### config.mk
export PLATFORM = sky130hd
export DESIGN_NAME = sq_wave_divider
export DESIGN_NICKNAME = d
export VERILOG_FILES = /design/src/rtl/sq_wave_divider_pkg.sv /design/src/rtl/mod_counter.sv /design/src/rtl/phase_fsm.sv /design/src/rtl/sq_wave_divider.sv
export SDC_FILE = /design/constraint.sdc
export NUM_CORES = 1
export LEC_CHECK = 0
export ABC_AREA = 1
export BUFFER_PORTS_ARGS = -buffer_cell sky130_fd_sc_hd__buf_2
export CORE_MARGIN = 2
export CORE_UTILIZATION = 40
export CTS_BUF_LIST = sky130_fd_sc_hd__clkbuf_8
export CTS_CLUSTER_SIZE = 24
export DETAILED_ROUTE_END_ITERATION = 8
export PLACE_DENSITY_LB_ADDON = 0.05
export SYNTH_ARGS = -nofsm -noshare
export SYNTH_HDL_FRONTEND = slang
export SYNTH_SLANG_ARGS = --single-unit
### constraint.sdc
create_clock -name clk -period 1.51 [get_ports clk]
set_clock_uncertainty 0.1 [all_clocks]
set_input_delay 0.0755 -clock clk [delete_from_list [all_inputs] [get_ports clk]]
set_output_delay 0.0755 -clock clk [all_outputs]
set_load 0.02 [all_outputs]
### src/rtl/sq_wave_divider_pkg.sv
package sq_wave_divider_pkg;

    // Phase of the divided square wave; the encoding is the output level.
    typedef enum logic {
        PH_LOW  = 1'b0,
        PH_HIGH = 1'b1
    } phase_e;

endpackage

### src/rtl/mod_counter.sv
module mod_counter #(
    parameter int MOD = 25000,
    parameter int W   = $clog2(MOD)
) (
    input  logic         clk,
    input  logic         reset,
    input  logic         en,
    output logic [W-1:0] count,
    output logic         carry
);

    localparam logic [W-1:0] LAST = W'(MOD - 1);
    localparam logic [W-1:0] ONE  = W'(1);

    logic [W-1:0] count_q;

    // Carry is decoded from the register directly, so it is
    // valid in the same cycle as the terminal value.
    always_comb begin
        carry = en && (count_q == LAST);
    end

    always_ff @(posedge clk) begin
        if (reset) begin
            count_q <= '0;
        end else if (en) begin
            if (carry) begin
                count_q <= '0;
            end else begin
                count_q <= count_q + ONE;
            end
        end
    end

    assign count = count_q;

endmodule

### src/rtl/phase_fsm.sv
module phase_fsm
    import sq_wave_divider_pkg::*;
(
    input  logic clk,
    input  logic reset,
    input  logic flip,
    output logic level
);

    phase_e state_q;
    phase_e state_d;

    // Next-state logic
    always_comb begin
        state_d = state_q;
        unique case (state_q)
            PH_LOW:  if (flip) state_d = PH_HIGH;
            PH_HIGH: if (flip) state_d = PH_LOW;
            default: state_d = PH_LOW;
        endcase
    end

    // State register
    always_ff @(posedge clk) begin
        if (reset) begin
            state_q <= PH_LOW;
        end else begin
            state_q <= state_d;
        end
    end

    // Output decode
    always_comb begin
        unique case (state_q)
            PH_HIGH: level = 1'b1;
            PH_LOW:  level = 1'b0;
            default: level = 1'b0;
        endcase
    end

endmodule

### src/rtl/sq_wave_divider.sv
module sq_wave_divider #(
    parameter int CLK_HZ = 50_000_000,
    parameter int OUT_HZ = 1000
) (
    input  logic clk,
    input  logic reset,
    output logic sq_out,
    output logic wrap_tick
);

    localparam int HALF_DIV = CLK_HZ / (2 * OUT_HZ);
    localparam int CNT_W    = (HALF_DIV > 1) ? $clog2(HALF_DIV) : 1;

    logic [CNT_W-1:0] count_q;
    logic             carry;

    mod_counter #(
        .MOD (HALF_DIV),
        .W   (CNT_W)
    ) u_count (
        .clk   (clk),
        .reset (reset),
        .en    (1'b1),
        .count (count_q),
        .carry (carry)
    );

    phase_fsm u_phase (
        .clk   (clk),
        .reset (reset),
        .flip  (carry),
        .level (sq_out)
    );

    assign wrap_tick = carry;

endmodule

==> results of run 1 <==
==> cell type report <==
class,count,area (um2),area share (%)
Inverter,16,60.06,5.322
Timing Repair Buffer,11,87.58,7.761
Sequential cell,16,329.1,29.16
Clock buffer,4,55.05,4.878
Tap cell,28,35.03,3.104
Multi-Input combinational cell,97,561.8,49.78
==> power by group <==
part	leakage (uW)	internal (uW)	switching, uW
clock network	0.0000288	232	150
registers	0.000132	430	8.93
logic	0.000236	23.7	26.9
==> registers in the layout, indices dropped and copies added (netlist names) <==
signal,cells
u_phase.state_q,1
u_count.count,15
==> synth_stat cells, types with 3 or more instances <==
library cell and count:
a21oi_2 5, dfxtp_1 16, inv_1 14, nand2_1 32
nand2_2 3, nand3_1 9, nand4_1 5, nor2_1 19
nor2_2 10, xor2_1 3
==> through the flow <==
stage	TNS [ps]	hold WS, ps	cell area, um2
floorplan	0	123.3	905.9
global placement	0	236.2	952.2
detailed placement	0	240.4	952.2
CTS	0	394.8	1065
global route	-109.3	443.1	1129
finish	0	390.4	1129
==> tightest hold or removal path: cells and delay by family, from the launching register on <==
kind | cells | cell delay [ps]
flip-flops | 1 | 320
AO/OA/AOI/OAI | 1 | 50
AND/OR/NAND/NOR | 1 | 70
==> routing by layer <==
layer  GRT usage, %  vias up  part of all wire [%]
li1               -      430                     -
met1          21.53      378                    48
met2          27.78        6                    49
met3          5.172        5                   2.4
met4          5.263        0                   1.1
met5              0        -                     0
==> path summary, 6_finish.rpt <==
kind                                start                            to  slack (ps)  depth (start not counted)
max           u_count.count[1]$_SDFF_PP0_                     wrap_tick           6                          8
min          u_count.count[14]$_SDFF_PP0_  u_count.count[14]$_SDFF_PP0_         390                          2
max reg2reg   u_count.count[1]$_SDFF_PP0_    u_phase.state_q$_SDFF_PP0_          40                         11
min reg2reg  u_count.count[14]$_SDFF_PP0_  u_count.count[14]$_SDFF_PP0_         390                          2
==> timing repair <==
| action | in CTS | in global routing |
|---|---|---|
| hold buffers | 1 | 0 |
| endpoints found under the hold margin | 1 | 0 |
| pin swaps | 1 | 2 |
| setup endpoints to repair | 1 | 9 |
| gates resized for setup | 5 | 18 |
| setup buffers | 4 | 2 |
==> logic make-up (layout without fill, tap and decap cells) <==
| group | after synthesis | count (layout) | share of synthesized area (%) |
|---|---|---|---|
| simple gates | 83 | 83 | 43.23 |
| buf+inv | 17 | 31 | 7.872 |
| flops | 16 | 16 | 35.36 |
| compound gates | 7 | 7 | 5.939 |
| xor+xnor | 5 | 5 | 4.835 |
| fa+ha+maj | 2 | 2 | 2.762 |
==> results.tsv, run 1 <==
metric	value	unit
grt_pass1_wl	3360	um
viasPerCell	4.762	
final_cell_mix	30 x nand2_1, 15 x nor2_1, 12 x inv_1, 12 x nor2_2, 11 x dfxtp_1	
clk_pin_slew	60	ps
grt_antenna_before_repair	0	
setup-violations-final	0	
ys_warn_count	0	
min_period_over_period	99.58	%
powerDensity	772.2	mW/mm2
start_util	41.75	%
hpwl	1376	um
relSlewSlack	82.03	%
cp.required	1330	ps
path_cells	ha_4 > nand2_2 > inv_2 > nand2_2 > nor2_4 > nand2_4 > inv_2 > buf_6	
postRouteWirelength	2025	um
yosysTopAreaCell	dfxtp_1	
clock_latency	250	ps
cts_tree	built	
utilization	52.02	%
die_y	51.59	um
globalRouteTotalUtil	17.05	%
n_fill_cell	232	
vias	819	
crit_path_max_incr_delay	370	ps
final_common_cell	nand2_1	
min_period	1504	ps
p_leak	0.0003965	uW
ys_types	20	
cts_buffer_depth	2	
die_area	0.002662	mm2
synth_ff_type	dfxtp_1	
ir_worst_vdd	0.0006582	V
wl_per_cell	11.77	um
critPathTopFamily	flip-flops	
rows	17	
hp-class	reg -> reg	
ant_nets	0	
synth_top_area_share	35.36	%
synth.area.top_cells	dfxtp_1 35%, nand2_1 13%, nor2_1 7.9%	
crit_path_end_kind	output pin	
worstPathMaxFanout	2	
htreeDepth	1	
cts_buffers	3	
drc	0	
first_global_vias	747	
cts_num_sinks	16	
dp.cells	161	
cp.arrival	1330	ps
rsz0062_at_grt	true	
firstDrtPassIters	4	
final_hold_viol_count	0	
crit_type	reg -> out	
core_area	0.002170	mm2
syn_area_per_cell	6.968	um2
drive_above_1_share	34.72	%
drv_cap	0	
setup_ws	6.289	ps
first_iter_violations	12	
die_w	51.59	um
synth.cell_area	905.9	um2
globalplace.congestion	0.7833	
n_antenna_cell	0	
synth_seq_cells	16	
dp_slack	61.02	ps
area_growth	24.59	%
outcome	finished, final reports clean	
synth_edf_count	0	
fmax	0.6650	GHz
crit_slowest_cell	dfxtp_4	
grt-ovfl-total	0	
syn_nets	134	
clockRootBuffer	clkbuf_8	
instances_no_fill	172	
grt_max_degree	15	
worst_pin_slew	269.2	ps
ys_seq_area_share	35.36	%
power	871.5	uW
synth_cells	130	
path_buf_inv	3	
critPathLaunchType	flip-flop	
async_reset_ff_share	0	%
drv_slew	0	
nets	149	
io_pins	4	
port_buffers	3	
No activity file was read; power rests on OpenSTA's default activity.
==> run 2, diff against run 1 <==
--- a/config.mk
+++ b/config.mk
@@ -12,6 +12,7 @@
 export CTS_BUF_LIST = sky130_fd_sc_hd__clkbuf_8
 export CTS_CLUSTER_SIZE = 24
 export DETAILED_ROUTE_END_ITERATION = 8
+export GPL_TIMING_DRIVEN = 0
 export PLACE_DENSITY_LB_ADDON = 0.05
 export SYNTH_ARGS = -nofsm -noshare
 export SYNTH_HDL_FRONTEND = slang
==> run 2 against run 1 <==
Design area shrank 2.9%. Global-route usage increased by 0.50 points. Sequential share of layout area rose by 0.52 points. First-iteration DRC count is 42% lower. Flip-flop and latch count is the same. Register-to-register slack better by 50 ps. Count of clock-buffer cells in the layout down 1. Fmax increased by 2.8%. Hold slack worse by 12 ps. Clock power is 15% lower. Critical path type unchanged. Critical endpoint unchanged. Largest cell class unchanged. Highest routed layer unchanged.
==> results.tsv, run 2 (synthesis results as in run 1) <==
metric	value	unit
cts_num_sinks	16	
vias	801	
outcome	finished, final reports clean	
core_area	0.002170	mm2
n_antenna_cell	0	
first_global_vias	717	
setup-violations-final	0	
cts_buffer_depth	2	
rr_endpoint	u_phase.state_q$_SDFF_PP0_	
cts_buffers	3	
cp.arrival	1290	ps
clk_pin_slew	60	ps
clock_latency	250	ps
r2r_start	u_count.count[1]$_SDFF_PP0_	
rsz0062_at_grt	true	
rows	17	
p_leak	0.0003829	uW
port_buffers	3	
largest_reg_flops	15	
clockRootBuffer	clkbuf_8	
hp-class	reg -> reg	
drv_slew	0	
postRouteWirelength	1876	um
ir_worst_vdd	0.0005585	V
final_cell_mix	30 x nand2_1, 16 x nor2_1, 14 x dfxtp_1	
min_period	1462	ps
die_y	51.59	um
worstPathMaxFanout	4	
first_iter_violations	7	
final_common_cell	nand2_1	
final_hold_viol_count	0	
crit_type	reg -> out	
drc	0	
wl_per_cell	11.04	um
grt_antenna_before_repair	0	
place_area	955.9	um2
worst_pin_slew	402.8	ps
nets	148	
r2r_cells	11	
die_area	0.002662	mm2
ant_nets	0	
min_period_over_period	96.83	%
seq_area	325.3	um2
n_fill_cell	224	
hpwl	1372	um
critPathLaunchType	flip-flop	
grt_max_degree	11	
reg2reg_slack	90	ps
grt-ovfl-total	0	
start_util	41.75	%
crit_path_end_kind	output pin	
io_pins	4	
htreeDepth	1	
grt_pass1_wl	3394	um
drive_above_1_share	30.28	%
multi_input_area	554.3	um2
firstDrtPassIters	3	
powerDensity	737.4	mW/mm2
cp.required	1330	ps
finalInstanceArea	0.001096	mm2
drv_cap	0	
area_growth	20.99	%
die_w	51.59	um
relSlewSlack	73.05	%
viasPerCell	4.712	
power	808.2	uW
critPathCapture	wrap_tick	
globalRouteTotalUtil	17.55	%
utilization	50.52	%
cts_tree	built	
startpoint	u_count.count[5]$_SDFF_PP0_	
fmax	0.6840	GHz
globalplace.congestion	0.7726	
==> run 2: cell types whose count changed in the layout (fill, tap and decap cells not counted) <==
cell / previous run / this run
dfxtp_2: 4 / 1
buf_4: 6 / 5
nand3_1: 8 / 9
clkbuf_8: 4 / 3
nor2_1: 15 / 16
nand3_2: 1 / 0
nor2_2: 12 / 11
dfxtp_1: 11 / 14
==> run 2: final cells by class <==
| type | count | share of cell area [%] |
|---|---|---|
| Sequential cell | 16 | 29.68 |
| Clock buffer | 3 | 3.767 |
| Buffer | 1 | 1.027 |
| Tap cell | 28 | 3.196 |
| Timing Repair Buffer | 9 | 6.279 |
| Multi-Input combinational cell | 97 | 50.57 |
| Inverter | 16 | 5.479 |
==> run 2: metal layers <==
layer | GRT usage (%) | wire length (um) | vias to the layer above
met5 | 0 | 0 | -
met4 | 7.456 | 23 | 0
met3 | 6.322 | 48 | 4
met2 | 24.79 | 844 | 7
met1 | 23.89 | 959 | 359
li1 | - | - | 431
==> run 2: worst min-delay path by stage <==
stage | from | to | slack, ps | cells after the start
6_report | u_count.count[14]$_SDFF_PP0_ | u_count.count[14]$_SDFF_PP0_ | 380 | 2
5_1_grt | u_count.count[14]$_SDFF_PP0_ | u_count.count[14]$_SDFF_PP0_ | 430 | 2
4_1_cts | u_count.count[14]$_SDFF_PP0_ | u_count.count[14]$_SDFF_PP0_ | 380 | 2
3_5_place_dp | reset | u_count.count[9]$_SDFF_PP0_ | 240 | 4
3_3_place_gp | reset | u_count.count[9]$_SDFF_PP0_ | 230 | 4
2_1_floorplan | reset | u_count.count[9]$_SDFF_PP0_ | 120 | 3
==> run 2: worst max-delay path, stage by stage (launching register included) <==
cell and delay [ps]:
dfxtp_1 380, inv_1 80, nor2_1 90, nand2_1 60
nor2_1 160, nand2_2 110, inv_2 60, buf_6 100
==> run 2: power by group <==
part           leakage [uW]  internal (uW)  switching [uW]  total (uW)
Sequential         0.000130            430            8.23         438
Clock             0.0000216            177             147         324
Combinational      0.000231           21.2            24.6        45.7
Total              0.000383            628             180         808
==> run 2: what timing repair did <==
action / 4_1_cts / 5_1_grt
hold buffers: 1 / 0
hold endpoints to repair: 1 / 0
endpoints found under the setup margin: 11 / 14
gates resized for setup: 5 / 12
setup buffers: 4 / 1
pin swaps: 1 / 3
==> run 2: per-stage QoR <==
stage	TNS, ps	instances	hold WS (ps)	setup WS [ps]
after floorplan	0	130	123.3	103.8
after global placement	-370.1	161	234.6	-46.30
after detailed placement	-521.9	161	240.4	-60.87
after CTS	0	169	378.2	9.110
after global routing	-78.93	170	430.2	-46.58
final	0	170	378.8	47.92
